## config.mk

```make
export PLATFORM = sky130hd
export DESIGN_NAME = gpio_qual_filter
export DESIGN_NICKNAME = d
export VERILOG_FILES = /design/src/rtl/gpio_qual_pkg.sv /design/src/rtl/gpio_qual_tick.sv /design/src/rtl/gpio_qual_sync.sv /design/src/rtl/gpio_qual_lane.sv /design/src/rtl/gpio_qual_filter.sv
export SDC_FILE = /design/constraint.sdc
export NUM_CORES = 1
export LEC_CHECK = 0
export ABC_AREA = 1
export CELL_PAD_IN_SITES_DETAIL_PLACEMENT = 0
export CELL_PAD_IN_SITES_GLOBAL_PLACEMENT = 1
export CORE_ASPECT_RATIO = 1.75
export CORE_MARGIN = 2
export CORE_UTILIZATION = 35
export CTS_BUF_LIST = sky130_fd_sc_hd__clkbuf_8
export CTS_CLUSTER_DIAMETER = 30
export DETAILED_ROUTE_END_ITERATION = 6
export PLACE_DENSITY_LB_ADDON = 0.1
export SYNTH_ARGS = -nofsm -noshare
export SYNTH_HDL_FRONTEND = slang
export SYNTH_SLANG_ARGS = --single-unit
```

## constraint.sdc

```tcl
create_clock -name clk -period 2.3 [get_ports clk]
set_input_delay 0.23 -clock clk [delete_from_list [all_inputs] [get_ports clk]]
set_output_delay 0.23 -clock clk [all_outputs]
set_load 0.005 [all_outputs]
```

## src/rtl/gpio_qual_pkg.sv

```systemverilog
package gpio_qual_pkg;

    typedef enum logic [1:0] {
        QM_SYNC     = 2'b00,
        QM_THREE    = 2'b01,
        QM_SIX      = 2'b10,
        QM_SIX_ALT  = 2'b11
    } qmode_e;

    localparam int HIST_W  = 6;
    localparam int SHORT_W = 3;

    typedef struct packed {
        logic [HIST_W-1:0] hist;
        logic              q;
    } lane_st_t;

    function automatic logic is_six(qmode_e m);
        return m[1];
    endfunction

    function automatic logic window_agrees(logic [HIST_W-1:0] h, logic six);
        if (six)
            return (h == '0) || (h == '1);
        else
            return (h[SHORT_W-1:0] == '0) || (h[SHORT_W-1:0] == '1);
    endfunction

endpackage

```

## src/rtl/gpio_qual_tick.sv

```systemverilog
module gpio_qual_tick #(
    parameter int PER_W = 8
) (
    input  logic             clk,
    input  logic             rst,
    input  logic [PER_W-1:0] period,
    input  logic             reload,
    output logic             tick
);
    localparam int CNT_W = PER_W + 1;

    logic [CNT_W-1:0] cnt;
    logic [CNT_W-1:0] term;

    assign term = {period, 1'b0} - CNT_W'(1);
    assign tick = (period == '0) || (cnt == term);

    always_ff @(posedge clk) begin
        if (rst || reload)
            cnt <= '0;
        else if (tick)
            cnt <= '0;
        else
            cnt <= cnt + CNT_W'(1);
    end

    // the count never runs past the end of a 2*n window
    p_cnt_bound_r3: assert property (@(posedge clk) disable iff (rst)
        (period != '0) |-> (cnt <= term));

    // a restart never produces a strobe on the following cycle for n>0
    p_reload_gap_r4: assert property (@(posedge clk) disable iff (rst)
        reload |=> (!tick || period == '0));

endmodule

```

## src/rtl/gpio_qual_sync.sv

```systemverilog
module gpio_qual_sync #(
    parameter int W = 8
) (
    input  logic         clk,
    input  logic         rst,
    input  logic [W-1:0] d,
    output logic [W-1:0] q
);
    logic [W-1:0] stage1;

    always_ff @(posedge clk) begin
        if (rst) begin
            stage1 <= '0;
            q      <= '0;
        end else begin
            stage1 <= d;
            q      <= stage1;
        end
    end

    // output is the input two edges earlier
    p_two_stage_r1: assert property (@(posedge clk) disable iff (rst)
        !$past(rst, 2) |-> (q == $past(d, 2)));

endmodule

```

## src/rtl/gpio_qual_lane.sv

```systemverilog
module gpio_qual_lane
    import gpio_qual_pkg::*;
(
    input  logic   clk,
    input  logic   rst,
    input  logic   tick,
    input  logic   din,
    input  qmode_e mode,
    output logic   q
);
    lane_st_t st;
    logic     agree;

    assign agree = window_agrees(st.hist, is_six(mode));
    assign q     = st.q;

    always_ff @(posedge clk) begin
        if (rst) begin
            st <= '0;
        end else begin
            if (tick)
                st.hist <= {st.hist[HIST_W-2:0], din};
            if (mode == QM_SYNC)
                st.q <= din;
            else if (agree)
                st.q <= st.hist[0];
        end
    end

    // pass-through mode forwards the synchronized level one edge later
    p_sync_follow_r1: assert property (@(posedge clk) disable iff (rst)
        (mode == QM_SYNC) |=> (q == $past(din)));

    // history only moves on a strobe
    p_hist_still_r3: assert property (@(posedge clk) disable iff (rst)
        !tick |=> $stable(st.hist));

    // 3-sample mode holds while its window is mixed
    p_hold_three_r7: assert property (@(posedge clk) disable iff (rst)
        (mode == QM_THREE && st.hist[2:0] != 3'b000 && st.hist[2:0] != 3'b111)
        |=> $stable(q));

    // 6-sample mode holds while its window is mixed
    p_hold_six_r6: assert property (@(posedge clk) disable iff (rst)
        (mode[1] && st.hist != '0 && st.hist != '1) |=> $stable(q));

    // reset clears output and history
    p_reset_clear_r8: assert property (@(posedge clk)
        rst |=> (q == 1'b0 && st.hist == '0));

endmodule

```

## src/rtl/gpio_qual_filter.sv

```systemverilog
module gpio_qual_filter
    import gpio_qual_pkg::*;
#(
    parameter int NPINS = 8,
    parameter int PER_W = 8,
    parameter int CFG_W = (PER_W > 2*NPINS) ? PER_W : 2*NPINS
) (
    input  logic             clk,
    input  logic             rst,
    input  logic [NPINS-1:0] pin_in,
    input  logic             cfg_wr,
    input  logic             cfg_sel,
    input  logic [CFG_W-1:0] cfg_wdata,
    output logic [NPINS-1:0] pin_out
);
    localparam logic SEL_PERIOD = 1'b0;
    localparam logic SEL_MODE   = 1'b1;

    logic [PER_W-1:0] period_q;
    qmode_e           mode_q [NPINS];
    logic [NPINS-1:0] pin_sync;
    logic             tick;
    logic             per_wr;
    logic             mode_wr;

    assign per_wr  = cfg_wr && (cfg_sel == SEL_PERIOD);
    assign mode_wr = cfg_wr && (cfg_sel == SEL_MODE);

    always_ff @(posedge clk) begin
        if (rst)
            period_q <= '0;
        else if (per_wr)
            period_q <= cfg_wdata[PER_W-1:0];
    end

    gpio_qual_sync #(.W(NPINS)) u_sync (
        .clk (clk),
        .rst (rst),
        .d   (pin_in),
        .q   (pin_sync)
    );

    gpio_qual_tick #(.PER_W(PER_W)) u_tick (
        .clk    (clk),
        .rst    (rst),
        .period (period_q),
        .reload (per_wr),
        .tick   (tick)
    );

    for (genvar i = 0; i < NPINS; i++) begin : g_lane
        always_ff @(posedge clk) begin
            if (rst)
                mode_q[i] <= QM_SYNC;
            else if (mode_wr)
                mode_q[i] <= qmode_e'(cfg_wdata[2*i +: 2]);
        end

        gpio_qual_lane u_lane (
            .clk  (clk),
            .rst  (rst),
            .tick (tick),
            .din  (pin_sync[i]),
            .mode (mode_q[i]),
            .q    (pin_out[i])
        );
    end

    // a mode write leaves the period untouched
    p_sel_isolate_r9: assert property (@(posedge clk) disable iff (rst)
        mode_wr |=> $stable(period_q));

    // reset returns period to zero and pin 0 to pass-through
    p_reset_cfg_r8: assert property (@(posedge clk)
        rst |=> (period_q == '0 && mode_q[0] == QM_SYNC && pin_out == '0));

endmodule

```

==> qor.tcl, run 1 <==
set qor(synth.ff_latch_count) 105
set qor(class_of_the_most_critical_setup_path) {flop to flop}
set qor(cp-end-kind) {flop}
set qor(nFillCells) 1411
set qor(worst_r2r_path_depth) 15
set qor(cts.reportedPaths.clkPinSlew_ns) 0.10
set qor(synth_cell_types) 27
set qor(hold_viol_final) 0
set qor(timing.critical_path.arrival_ns) 2.34
set qor(finalWeightedCongestion) 0.757
set qor(vdd.ir_drop.worst_v) 0.000312
set qor(timing.hold.worst_path_depth) 3
set qor(drt-total-wl_um) 9390
set qor(timing.final.crit_period_ns) 2.05
set qor(layout.cells.most_common) {sky130_fd_sc_hd__nand2_1}
set qor(clk_root_buffer_cell) {sky130_fd_sc_hd__clkbuf_8}
set qor(core_region_area_mm2) 0.0129
set qor(sequential_area_share_after_synthesis_pct) 48.6
set qor(synthDominantCellAreaShare_pct) 38.3
set qor(reg2reg_from) {period_q[0]$_SDFFE_PP0P_}
set qor(preCtsSetupSlack_ns) 0.267
set qor(hp-start) {pin_in[4]}
set qor(layout.cells.most_common_list) {141 x sky130_fd_sc_hd__nand2_1, 136 x sky130_fd_sc_hd__nor2_1, 98 x sky130_fd_sc_hd__inv_1}
set qor(overflow) 0
set qor(grt_usage_pct) 14.2
set qor(worstMarginPinSlew_ns) 0.387
set qor(syn-instance-count) 635
set qor(pin_count_of_the_biggest_net_entering_global_routing) 36
set qor(ys.flop_type) {sky130_fd_sc_hd__dfxtp_1}
set qor(setup_violations) 0
set qor(layout_cells_sized_above_1_pct) 7.46
set qor(synth.cell_area_mm2) 0.00466
set qor(start_kind) {flop}
set qor(power_density_mw_per_mm2) 802
set qor(synth_area_leaders) {sky130_fd_sc_hd__dfxtp_1 38%, sky130_fd_sc_hd__nand2_1 11%, sky130_fd_sc_hd__nor2_1 11%}
set qor(post_cts.repair.setup_buffers) 0
set qor(synthesis.yosys.warnings) 0
set qor(power.share.combinational_pct) 16.2
set qor(worst-path-buf-inv) 3
set qor(cpLargestDelayFamily) {simple AND/OR/NAND/NOR gates}
set qor(cts_tree) {done}
set qor(synth_edf_count) 16
set qor(max-clock-path-buffers) 2
set qor(sw_frac_of_total_pct) 26.8
set qor(antenna_cells_inserted) 0
set qor(std_cell_rows) 55
set qor(power_switching_mw) 1.17
set qor(routedWlPerCell_um) 11.2
set qor(drc_errors) 0
set qor(crit_required_ns) 2.58
set qor(height_of_the_chip_um) 157
set qor(worst_path_most_repeated_cell) {sky130_fd_sc_hd__nand2_1}
set qor(postCtsResizedCells) 0
set qor(htree_levels) 3
set qor(rsz0062_at_grt) {no}
set qor(final_net_count) 696
set qor(fmaxAchievable_ghz) 0.487
set qor(crit_slowest_cell) {sky130_fd_sc_hd__dfxtp_1}
set qor(post-synth-top-area-cell) {sky130_fd_sc_hd__dfxtp_1}
set qor(grt_pass1_vias) 3531
set qor(detail_route.iter0.violations) 94
set qor(ant_nets) 0
set qor(dr_total_vias) 3715
set qor(slew_headroom_pct) 74.1
set qor(holdCritPathClass) {input port to flop}
set qor(firstDrtPassIters) 4
set qor(max-cap-violations) 0
set qor(holdPathEnd) {u_sync.stage1[4]$_SDFF_PP0_}
set qor(synthesis.area_per_instance_um2) 7.33
set qor(power_leakage_nw) 2.36
set qor(width_of_the_die_um) 91.2
set qor(timing.clock.skew_ns) 0.0114
set qor(internal_power_mw) 3.19
set qor(cts_sinks) 105
set qor(power_frac_seq_pct) 50.4
set qor(start_util_pct) 36.0
set qor(layout_worst_path_cycle_share_pct) 89.3
set qor(dp_hpwl_um) 6870
set qor(p_clk_share_pct) 33.4
set qor(hold_buffers) 0
set qor(tritoncts.num_buffers) 9
set qor(ioPinCount) 36
set qor(syn_nets) 666
set qor(layout-area-overhead-vs-synth_pct) 16.6
set qor(port_buffers) 35
set qor(regToRegSetupSlack_ns) 0.25
set qor(die_outline_area_mm2) 0.0143
set qor(initial_antenna_violation_count) 0
set qor(final.setup.tns_ns) 0
set qor(synth_async_sr_flop_share_pct) 0
set qor(final_max_slew_viol_count) 0
set qor(run_status) {complete, no violations}
set qor(viasPerCell) 4.42
set qor(grt_pass1_wl_um) 16300
set qor(maximum_fanout_encountered_on_the_critical_timing_path) 35
set qor(rr_endpoint) {g_lane[4].u_lane.st[6]$_SDFFE_PP0P_}
set qor(cpPeakStageDelay_ns) 0.36
set qor(insertion_delay_ns) 0.37
set qor(timing.critical_path.cells) {inv_1, ha_1, inv_1, nand2_1, nand2_1, nand2_1, nand2_1, nand2_1, nor2_1, nand3_2, nand2_2, buf_12, nand2_1, nand2_1, nor2_1}
set qor(postLayoutSetupSlackWorst_ns) 0.245
stage by stage:
step | total power [mW] | instance area [um^2] | utilization [%] | cells | hold WS (ns)
global placement | 2.94 | 5170 | 40.0 | 825 | 0.390
global route | 4.63 | 5430 | 42.0 | 841 | 0.369
finish | 4.35 | 5430 | 42.0 | 841 | 0.373
CTS | 4.42 | 5430 | 42.0 | 841 | 0.356
detailed placement | 2.96 | 5170 | 40.0 | 825 | 0.396
floorplan | 2.75 | 4660 | - | 635 | 0.337
flip-flops by register name (all words and copies together) (netlist names):
signal	count
g_lane.u_lane.q	8
g_lane.u_lane.st	48
mode_q	16
period_q	8
u_sync.q	8
u_sync.stage1	8
u_tick.cnt	9
logic make-up after synthesis:
family                   synth area share (%)
AND/OR/NAND/NOR                          29.5
buffers and inverters                    11.8
flip-flops                               48.6
AO/OA/AOI/OAI                            7.63
XOR/XNOR                                 1.69
adder cells (fa/ha/maj)                 0.806
final cells by class:
class | instances | area, um^2 | area share (%)
Timing Repair Buffer | 48 | 485 | 8.94
Multi-Input combinational cell | 404 | 1840 | 34.0
Tap cell | 171 | 214 | 3.94
Clock buffer | 9 | 124 | 2.28
Clock inverter | 7 | 135 | 2.49
Sequential cell | 105 | 2260 | 41.7
Inverter | 97 | 364 | 6.71
tightest hold or removal path: stages:
cell and delay (ns):
sky130_fd_sc_hd__clkdlybuf4s50_1 0.39, sky130_fd_sc_hd__inv_1 0.05, sky130_fd_sc_hd__nor2_1 0.03
worst max path at each step:
stage	startpoint	end	slack (ns)	cells past startpoint
after floorplan	period_q[0]$_SDFFE_PP0P_	g_lane[0].u_lane.st[5]$_SDFFE_PP0P_	0.55	12
after global placement	period_q[0]$_SDFFE_PP0P_	g_lane[4].u_lane.st[4]$_SDFFE_PP0P_	0.34	12
after detailed placement	period_q[0]$_SDFFE_PP0P_	g_lane[4].u_lane.st[6]$_SDFFE_PP0P_	0.27	15
after CTS	period_q[0]$_SDFFE_PP0P_	g_lane[3].u_lane.st[2]$_SDFFE_PP0P_	0.26	15
after global routing	period_q[0]$_SDFFE_PP0P_	g_lane[3].u_lane.st[2]$_SDFFE_PP0P_	0.02	15
final	period_q[0]$_SDFFE_PP0P_	g_lane[4].u_lane.st[6]$_SDFFE_PP0P_	0.25	15
cells in the mapped netlist, drive strengths merged, types with 6 or more instances:
cell type,n
a21o,8
a21oi,17
a41oi,8
buf,21
clkbuf,8
dfxtp,89
edfxtp,16
inv,97
nand2,142
nand3,23
nor2,149
nor3,10
o21ai,16
o31ai,8
or2,8
xor2,6
metal layers:
| layer | wire [um] | global-route usage [%] | up-vias |
|---|---|---|---|
| met4 | 161 | 5.19 | 0 |
| li1 | - | - | 1995 |
| met3 | 208 | 2.84 | 12 |
| met5 | 0 | 0 | - |
| met1 | 4160 | 16.4 | 1673 |
| met2 | 4860 | 25.7 | 35 |
power by group through the flow:
stage	clock network, mW	registers (mW)	logic, mW
global route	1.58	2.22	0.828
global placement	0	2.23	0.706
detailed placement	0	2.24	0.718
finish	1.46	2.19	0.705
floorplan	0	2.19	0.557
CTS	1.50	2.20	0.720
Note: power is estimated with default switching activity, not from simulation.
==> inputs of run 2 (changes only) <==
- CAP_MARGIN: default -> 20
- GPL_ROUTABILITY_DRIVEN: default -> 1
==> results of run 2 <==
Same layout as run 1: the final DEF is identical, and so are final timing and power.
